$ cat src/rtl/rtc_pkg.sv
package rtc_pkg;
    localparam int unsigned TIME_W = 32;

    typedef enum logic {
        IRQ_IDLE = 1'b0,
        IRQ_PEND = 1'b1
    } irq_state_e;

    localparam logic SEL_COUNT = 1'b0;
    localparam logic SEL_ALARM = 1'b1;
endpackage

$ cat src/rtl/rtc_sec_counter.sv
module rtc_sec_counter #(
    parameter int unsigned W = 32
) (
    input  logic         clk,
    input  logic         por_n,
    input  logic         tick,
    input  logic         load,
    input  logic [W-1:0] load_val,
    output logic [W-1:0] count
);
    localparam logic [W-1:0] ONE = {{(W-1){1'b0}}, 1'b1};

    logic [W-1:0] cnt_q;
    logic [W-1:0] cnt_d;

    always_comb begin
        cnt_d = cnt_q;
        if (load) begin
            cnt_d = load_val;
        end else if (tick) begin
            cnt_d = cnt_q + ONE;
        end
    end

    always_ff @(posedge clk or negedge por_n) begin
        if (!por_n) begin
            cnt_q <= '0;
        end else begin
            cnt_q <= cnt_d;
        end
    end

    assign count = cnt_q;

    // tick without write advances by one (wrapping)
    p_tick_adds_one_r2: assert property (@(posedge clk) disable iff (!por_n)
        (tick && !load) |=> (cnt_q == $past(cnt_q) + ONE));

    // write wins over a coincident tick
    p_load_wins_r3: assert property (@(posedge clk) disable iff (!por_n)
        load |=> (cnt_q == $past(load_val)));

    // idle cycles hold the count
    p_idle_hold_r9: assert property (@(posedge clk) disable iff (!por_n)
        (!tick && !load) |=> $stable(cnt_q));
endmodule

$ cat src/rtl/rtc_alarm_reg.sv
module rtc_alarm_reg #(
    parameter int unsigned W = 32
) (
    input  logic         clk,
    input  logic         por_n,
    input  logic         load,
    input  logic [W-1:0] load_val,
    output logic [W-1:0] alarm
);
    logic [W-1:0] alm_q;

    always_ff @(posedge clk or negedge por_n) begin
        if (!por_n) begin
            alm_q <= '0;
        end else if (load) begin
            alm_q <= load_val;
        end
    end

    assign alarm = alm_q;

    p_alarm_load_r4: assert property (@(posedge clk) disable iff (!por_n)
        load |=> (alm_q == $past(load_val)));

    p_alarm_hold_r4: assert property (@(posedge clk) disable iff (!por_n)
        !load |=> $stable(alm_q));
endmodule

$ cat src/rtl/rtc_irq_fsm.sv
module rtc_irq_fsm
    import rtc_pkg::*;
#(
    parameter int unsigned W = 32
) (
    input  logic         clk,
    input  logic         por_n,
    input  logic [W-1:0] count,
    input  logic [W-1:0] alarm,
    input  logic         clr,
    output logic         irq
);
    irq_state_e state_q;
    irq_state_e state_d;
    logic       eq;
    logic       eq_prev_q;
    logic       eq_rise;

    assign eq      = (count == alarm);
    assign eq_rise = eq && !eq_prev_q;

    // equality seen at reset counts as old, so it cannot raise irq
    always_ff @(posedge clk or negedge por_n) begin
        if (!por_n) begin
            eq_prev_q <= 1'b1;
        end else begin
            eq_prev_q <= eq;
        end
    end

    always_ff @(posedge clk or negedge por_n) begin
        if (!por_n) begin
            state_q <= IRQ_IDLE;
        end else begin
            state_q <= state_d;
        end
    end

    always_comb begin
        state_d = state_q;
        unique case (state_q)
            IRQ_IDLE: if (eq_rise)         state_d = IRQ_PEND;  // IDLE_TO_PEND
            IRQ_PEND: if (clr && !eq_rise) state_d = IRQ_IDLE;  // PEND_TO_IDLE
            default:                       state_d = IRQ_IDLE;
        endcase
    end

    always_comb begin
        irq = 1'b0;
        unique case (state_q)
            IRQ_IDLE: irq = 1'b0;
            IRQ_PEND: irq = 1'b1;
            default:  irq = 1'b0;
        endcase
    end

    p_rise_sets_r6: assert property (@(posedge clk) disable iff (!por_n)
        eq_rise |=> irq);

    p_no_spurious_r6: assert property (@(posedge clk) disable iff (!por_n)
        (!irq && !eq_rise) |=> !irq);

    p_sticky_r7: assert property (@(posedge clk) disable iff (!por_n)
        (irq && !clr) |=> irq);

    p_clear_r7: assert property (@(posedge clk) disable iff (!por_n)
        (irq && clr && !eq_rise) |=> !irq);
endmodule

$ cat src/rtl/rtc_secs_match.sv
module rtc_secs_match
    import rtc_pkg::*;
#(
    parameter int unsigned W = TIME_W
) (
    input  logic         clk,
    input  logic         por_n,
    input  logic         usr_rst_n,
    input  logic         tick,
    input  logic         sel,
    input  logic         wr_en,
    input  logic [W-1:0] wr_data,
    output logic [W-1:0] rd_data,
    input  logic         irq_clr,
    output logic         irq
);
    logic [W-1:0] count;
    logic [W-1:0] alarm;
    logic         ld_count;
    logic         ld_alarm;

    assign ld_count = wr_en && (sel == SEL_COUNT);
    assign ld_alarm = wr_en && (sel == SEL_ALARM);

    rtc_sec_counter #(.W(W)) u_counter (
        .clk      (clk),
        .por_n    (por_n),
        .tick     (tick),
        .load     (ld_count),
        .load_val (wr_data),
        .count    (count)
    );

    rtc_alarm_reg #(.W(W)) u_alarm (
        .clk      (clk),
        .por_n    (por_n),
        .load     (ld_alarm),
        .load_val (wr_data),
        .alarm    (alarm)
    );

    rtc_irq_fsm #(.W(W)) u_irq (
        .clk   (clk),
        .por_n (por_n),
        .count (count),
        .alarm (alarm),
        .clr   (irq_clr),
        .irq   (irq)
    );

    assign rd_data = (sel == SEL_ALARM) ? alarm : count;

    // user reset alone leaves the visible state unchanged
    p_usr_rst_inert_r8: assert property (@(posedge clk) disable iff (!por_n)
        (!usr_rst_n && !tick && !wr_en && !irq_clr) |=>
            ($stable(count) && $stable(alarm)));

    // reset values while power-on reset is asserted
    always_comb begin
        if (!por_n) begin
            p_por_values_r1: assert (count == '0 && alarm == '0 && !irq);
        end
    end
endmodule

$ cat config.mk
export PLATFORM = sky130hd
export DESIGN_NAME = rtc_secs_match
export DESIGN_NICKNAME = d
export VERILOG_FILES = /design/src/rtl/rtc_pkg.sv /design/src/rtl/rtc_sec_counter.sv /design/src/rtl/rtc_alarm_reg.sv /design/src/rtl/rtc_irq_fsm.sv /design/src/rtl/rtc_secs_match.sv
export SDC_FILE = /design/constraint.sdc
export NUM_CORES = 1
export LEC_CHECK = 0
export CORE_MARGIN = 1
export CORE_UTILIZATION = 55
export CTS_CLUSTER_SIZE = 16
export DETAILED_ROUTE_END_ITERATION = 8
export DONT_BUFFER_PORTS = 1
export PLACE_DENSITY_LB_ADDON = 0.05
export SETUP_SLACK_MARGIN = 0.3
export SLEW_MARGIN = 20
export SYNTH_ARGS = -nofsm -noshare
export SYNTH_HDL_FRONTEND = slang
export SYNTH_SLANG_ARGS = --single-unit
$ cat constraint.sdc
create_clock -name clk -period 2.44 [get_ports clk]
set_clock_uncertainty 0.15 [all_clocks]
set_input_delay 0.244 -clock clk [delete_from_list [all_inputs] [get_ports clk]]
set_output_delay 0.244 -clock clk [all_outputs]
set_load 0.05 [all_outputs]
# [Word-level counts from Yosys, hierarchy flattened]
# Cells that the tools add are included.
[word_totals] register_bits=66 inputBits=39
[classes] add_sub_neg=1 n_eq_ne=1 n_mux=7 n_bitwise=2 reduce_logical=7
[ops] op="2-to-1 mux 32 bit" n=3
[ops] op="adder 32 x 1 -> 32 bit, second input constant" n=1
[ops] op="== test 32 bit" n=1
[ops] op="logical AND 1 bit" n=4
[ops] op="one-hot mux 1 bit (2 select lines)" n=2
[ops] op="logical NOT 1 bit" n=2
[ops] op="2-to-1 mux 1 bit" n=2
[ops] op="inverter 1 bit" n=2
[ops] op="nonzero test 2 bit" n=1

# [Logic depth before layout (Yosys ltp)]
[depth] depth_word=6 depth_mapped=8 ltp_nobuf=5

# [Cells and area by module]
# A second synthesis with hierarchy kept.
[hier_totals] cells_unflattened=372 hier_area_um2=4274.1
[modules_own_cells] module="rtc_sec_counter" n_inst=1 cells_per_inst=219 area_per_inst_um2=1966.9 seq_area_each_um2=800.8
[modules_own_cells] module="rtc_alarm_reg" n_inst=1 cells_per_inst=68 area_per_inst_um2=1345.0 seq_area_each_um2=800.8
[modules_own_cells] module="rtc_secs_match" n_inst=1 cells_per_inst=38 area_per_inst_um2=544.3 seq_area_each_um2=0.0
[modules_own_cells] module="rtc_irq_fsm" n_inst=1 cells_per_inst=47 area_per_inst_um2=417.9 seq_area_each_um2=51.3

# [Least setup slack after synthesis]
# Ideal clock, no wire load.
[synth_timing] path_type="reg2reg" start="register u_counter.cnt_q[9], in the netlist u_counter.count[9]" end="register u_counter.cnt_q[27], in the netlist u_counter.count[27]" setup_time_ns=0.141 arrival_time_ns=1.932 path_slack_ns=0.217 stages_incl_launch_ff=9 n_path_buf=4 cell_sequence="dfrtp_1 > clkbuf_2 > nand3_2 > or4_1 > buf_2 > clkbuf_1 > clkbuf_1 > o31ai_1 > a31oi_1"
[synth_between] elab_chain_cells=3
[synth_rtl] element="from (decl)" line="rtc_sec_counter.sv:13" source="logic [W-1:0] cnt_q;"
[synth_rtl] element="from (signal assigned)" line="rtc_sec_counter.sv:29" source="cnt_q <= cnt_d;"
[synth_rtl] element="adder 32 x 1 -> 32 bit" line="rtc_sec_counter.sv:21" source="cnt_d = cnt_q + ONE;"
[synth_rtl] element="2-to-1 mux 32 bit" line="rtc_sec_counter.sv:20" source="end else if (tick) begin"
[synth_rtl] element="2-to-1 mux 32 bit" line="rtc_sec_counter.sv:18" source="if (load) begin"
# Every way passes these cells. The select of a mux whose other input is x is not followed.
# A chain may end at the register's enable or synchronous reset.

# [Final worst setup path]
[layout_timing] start="register u_counter.cnt_q[4], in the netlist u_counter.count[4]" end="register u_counter.cnt_q[17], in the netlist u_counter.count[17]"
# Same word-level chain as after synthesis.

==> results.sh <==
export IMPL_multi_input_comb_area_um2=2123
export IMPL_place_area_um2=4010
export IMPL_cts_path_max_buffers=2
export IMPL_tightestPinTransition_ps=482.5
export IMPL_setup_tns_ps=0
export IMPL_post_drt_wl_per_cell_um=18.28
export IMPL_cpMostUsedCell="or4_4"
export IMPL_hold_class="input pin to flip-flop"
export IMPL_viasPerCell=5.882
export IMPL_whs_ps=-6.680
export IMPL_ys_flop_type="dfrtp_1"
export IMPL_seq_area_frac_synth=0.4288
export IMPL_nets=471
export IMPL_grt_pass1_wl_um=15290
export IMPL_crit_path_end_kind="flip-flop"
export IMPL_peakVddDrop_v=0.0004955
export IMPL_antenna_left=0
export IMPL_synthToLayoutAreaGrowth_pct=24.31
export IMPL_cts_tree="built"
export IMPL_slowest_delay_ps=610
export IMPL_dr_pass1_iters=4
export IMPL_rsz0062_at_grt="true"
export IMPL_nFillCells=507
export IMPL_final_area_um2=4792
export IMPL_fin_crit_ps=2127
export IMPL_synth_edf_count=0
export IMPL_cp_arrival_ps=2250
export IMPL_syn_area_um2=3855
export IMPL_post_route_drc_count=0
export IMPL_drt_wl_total_um=9725
export IMPL_cts_root_buf="clkbuf_8"
export IMPL_start_util=0.5674
export IMPL_async_flop_share=1.000
export IMPL_drive_above_1_share=0.3005
export IMPL_crit_buf_inv=1
export IMPL_synth_largest_area_cell="dfrtp_1"
export IMPL_power_leakage_nw=1.861
export IMPL_synth_top_area_frac=0.4219
export IMPL_cp_top_family="simple AND/OR/NAND/NOR gates"
export IMPL_hold_viol_final=1
export IMPL_grt_ovfl_total=0
export IMPL_totalPowerFinal_mw=3.442
export IMPL_diodes=0
export IMPL_ys_seq_elements=66
export IMPL_antenna_found_initial=0
export IMPL_setup_viol=0
export IMPL_netlist_top_cells_area="dfrtp_1 (42%), mux2_2 (17%), xor2_1 (8.0%), a31oi_1 (3.1%), nand2_1 (3.0%)"
export IMPL_final_seq_area_um2=1668
export IMPL_h_tree_depth=3
export IMPL_violations="negative hold slack"
export IMPL_fp_dieH_um=85.72
export IMPL_vias=3129
export IMPL_coreArea_um2=6794
export IMPL_maxCapViolCount=0
export IMPL_cp_cell_sequence="nand3_4 > or4_4 > clkbuf_16 > or4_4 > a31oi_1"
export IMPL_drt_iter0_drc=172
export IMPL_hpwl_um=6091
export IMPL_syn_nets=421
export IMPL_clkLatencyLatePin_ps=350
export IMPL_rows=30
export IMPL_die_area_um2=7348
export IMPL_die_width_um=85.72
export IMPL_synth_cell_types=33
export IMPL_worstSetupStartpointType="flip-flop"
export IMPL_syn_inst=381
export IMPL_grt_max_degree=67
export IMPL_outcome="finished with violations"
export IMPL_power_density_nw_per_um2=718.3
export IMPL_path_class="flip-flop to flip-flop"
export IMPL_crit_fanout=4
export IMPL_avgSynthCellArea_um2=10.12
export IMPL_yosys_warnings=0
export IMPL_period_share=0.8717
export IMPL_slew_viol_final=0
export IMPL_clock_sinks=66
export IMPL_cp_slowest_cell="or4_4"
export IMPL_place_gp_congestion=0.8088
export IMPL_grt_pass1_vias=2959
export IMPL_cts_buffers=9
export IMPL_numPortBuffers=0
export IMPL_track_usage=0.2730
export IMPL_crit_required_ps=2560
export IMPL_slew_headroom=0.6741
export IMPL_cts_reportedPaths_clkPinSlew_ps=70
export IMPL_ioPinCount=72
export IMPL_max_freq_ghz=0.4702
[synth_stat cells, types with 5 or more instances]
library cell	count
nand3_1	9
nand4_1	8
or4_1	15
dfrtp_1	65
a31oi_1	19
or3_1	8
xnor2_1	9
o31ai_1	14
xor2_1	35
buf_1	5
nand2_1	31
inv_1	5
nor4_1	13
clkbuf_1	19
mux2_2	59
o21ai_0	23
nor2_1	20
[cells in the final DEF (no fill, tap or decap), types with 2 or more instances in the layout]
| master | n |
|---|---|
| nand2b_1 | 2 |
| xnor2_1 | 9 |
| mux2_2 | 59 |
| nor2_1 | 20 |
| nand4_1 | 8 |
| o31ai_1 | 13 |
| nand3_4 | 2 |
| buf_12 | 2 |
| clkbuf_1 | 5 |
| o21ai_0 | 18 |
| or3_4 | 2 |
| o21ai_1 | 5 |
| a31oi_1 | 19 |
| or3_1 | 6 |
| nor3_1 | 2 |
| or4_4 | 4 |
| and2_1 | 2 |
| nor4_1 | 12 |
| or4_1 | 11 |
| xor2_1 | 35 |
| inv_1 | 5 |
| and3_1 | 2 |
| nand3_1 | 8 |
| dfrtp_1 | 53 |
| clkbuf_8 | 10 |
| and4_1 | 2 |
| or2_2 | 2 |
| dfrtp_2 | 12 |
| nand2_1 | 31 |
| clkbuf_16 | 2 |
| buf_4 | 28 |
| dlygate4sd3_1 | 34 |
[final timing paths]
kind | slack [ps] | cells after the start | from | to
max in group asynchronous | 1530 | 2 | por_n | u_irq.eq_prev_q$_DFF_PN1_
setup reg to reg | 310 | 5 | u_counter.count[4]$_DFFE_PN0P_ | u_counter.count[17]$_DFFE_PN0P_
setup / recovery | 310 | 5 | u_counter.count[4]$_DFFE_PN0P_ | u_counter.count[17]$_DFFE_PN0P_
hold / removal | -7 | 2 | tick | u_counter.count[1]$_DFFE_PN0P_
hold reg to reg | 400 | 1 | u_alarm.alarm[28]$_DFFE_PN0P_ | u_alarm.alarm[28]$_DFFE_PN0P_
min in group asynchronous | 310 | 2 | por_n | u_alarm.alarm[26]$_DFFE_PN0P_
[registers in the layout, summed over array words and instances (netlist names)]
name,cells
u_alarm.alarm,32
u_irq.eq_prev_q,1
u_counter.count,32
u_irq.state_q,1
[layout make-up]
cell class	count	area share
repair buffers	68	0.1462
clock buffers	15	0.03264
inverters	5	0.003916
multi-input cells	281	0.4431
well taps	96	0.02507
flip-flops and latches	66	0.3480
clock inverters	1	0.001044
[worst register-to-register path, cell delays in order, from the launching register on]
cell and delay (ps):
dfrtp_2 390, nand3_4 90, or4_4 610, clkbuf_16 190, or4_4 460, a31oi_1 170
[metrics by stage]
step                        util  setup slack [ps]  std cells
after detailed placement  0.5902             155.7        466
after global routing      0.7053             227.5        532
final                     0.7053             313.1        532
after floorplan                -             286.9        381
after CTS                 0.6867             301.5        526
after global placement    0.5902             207.6        466
[power breakdown]
group	switching (mW)	internal, mW	leakage (nW)
sequential	0.195	1.26	0.755
clock	0.410	0.398	0.0817
combinational	0.731	0.445	1.02
[routing by layer]
| metal | part of all wire | track usage | vias up |
|---|---|---|---|
| li1 | - | - | 1486 |
| met1 | 0.44 | 0.3662 | 1541 |
| met2 | 0.49 | 0.4371 | 86 |
| met3 | 0.043 | 0.04331 | 16 |
| met4 | 0.024 | 0.1258 | 0 |
| met5 | 0 | 0 | - |
[repair_timing]
action                                 in CTS  in global routing
gates cloned                                1                  2
resized for setup                          12                 13
hold buffers                               35                  0
setup buffers                               8                  4
pin swaps                                   2                 23
endpoints found under the hold margin     130                  0
setup endpoints to repair                  14                 12
[logic make-up after synthesis]
| group | count (synthesis) | share of synthesized area |
|---|---|---|
| fa+ha+maj | 1 | 0.003245 |
| flops | 66 | 0.4288 |
| compound gates | 57 | 0.09023 |
| xor+xnor | 44 | 0.09997 |
| buf+inv | 34 | 0.03635 |
| mux | 60 | 0.1749 |
| simple gates | 119 | 0.1665 |
(Power assumes the default switching activity.)
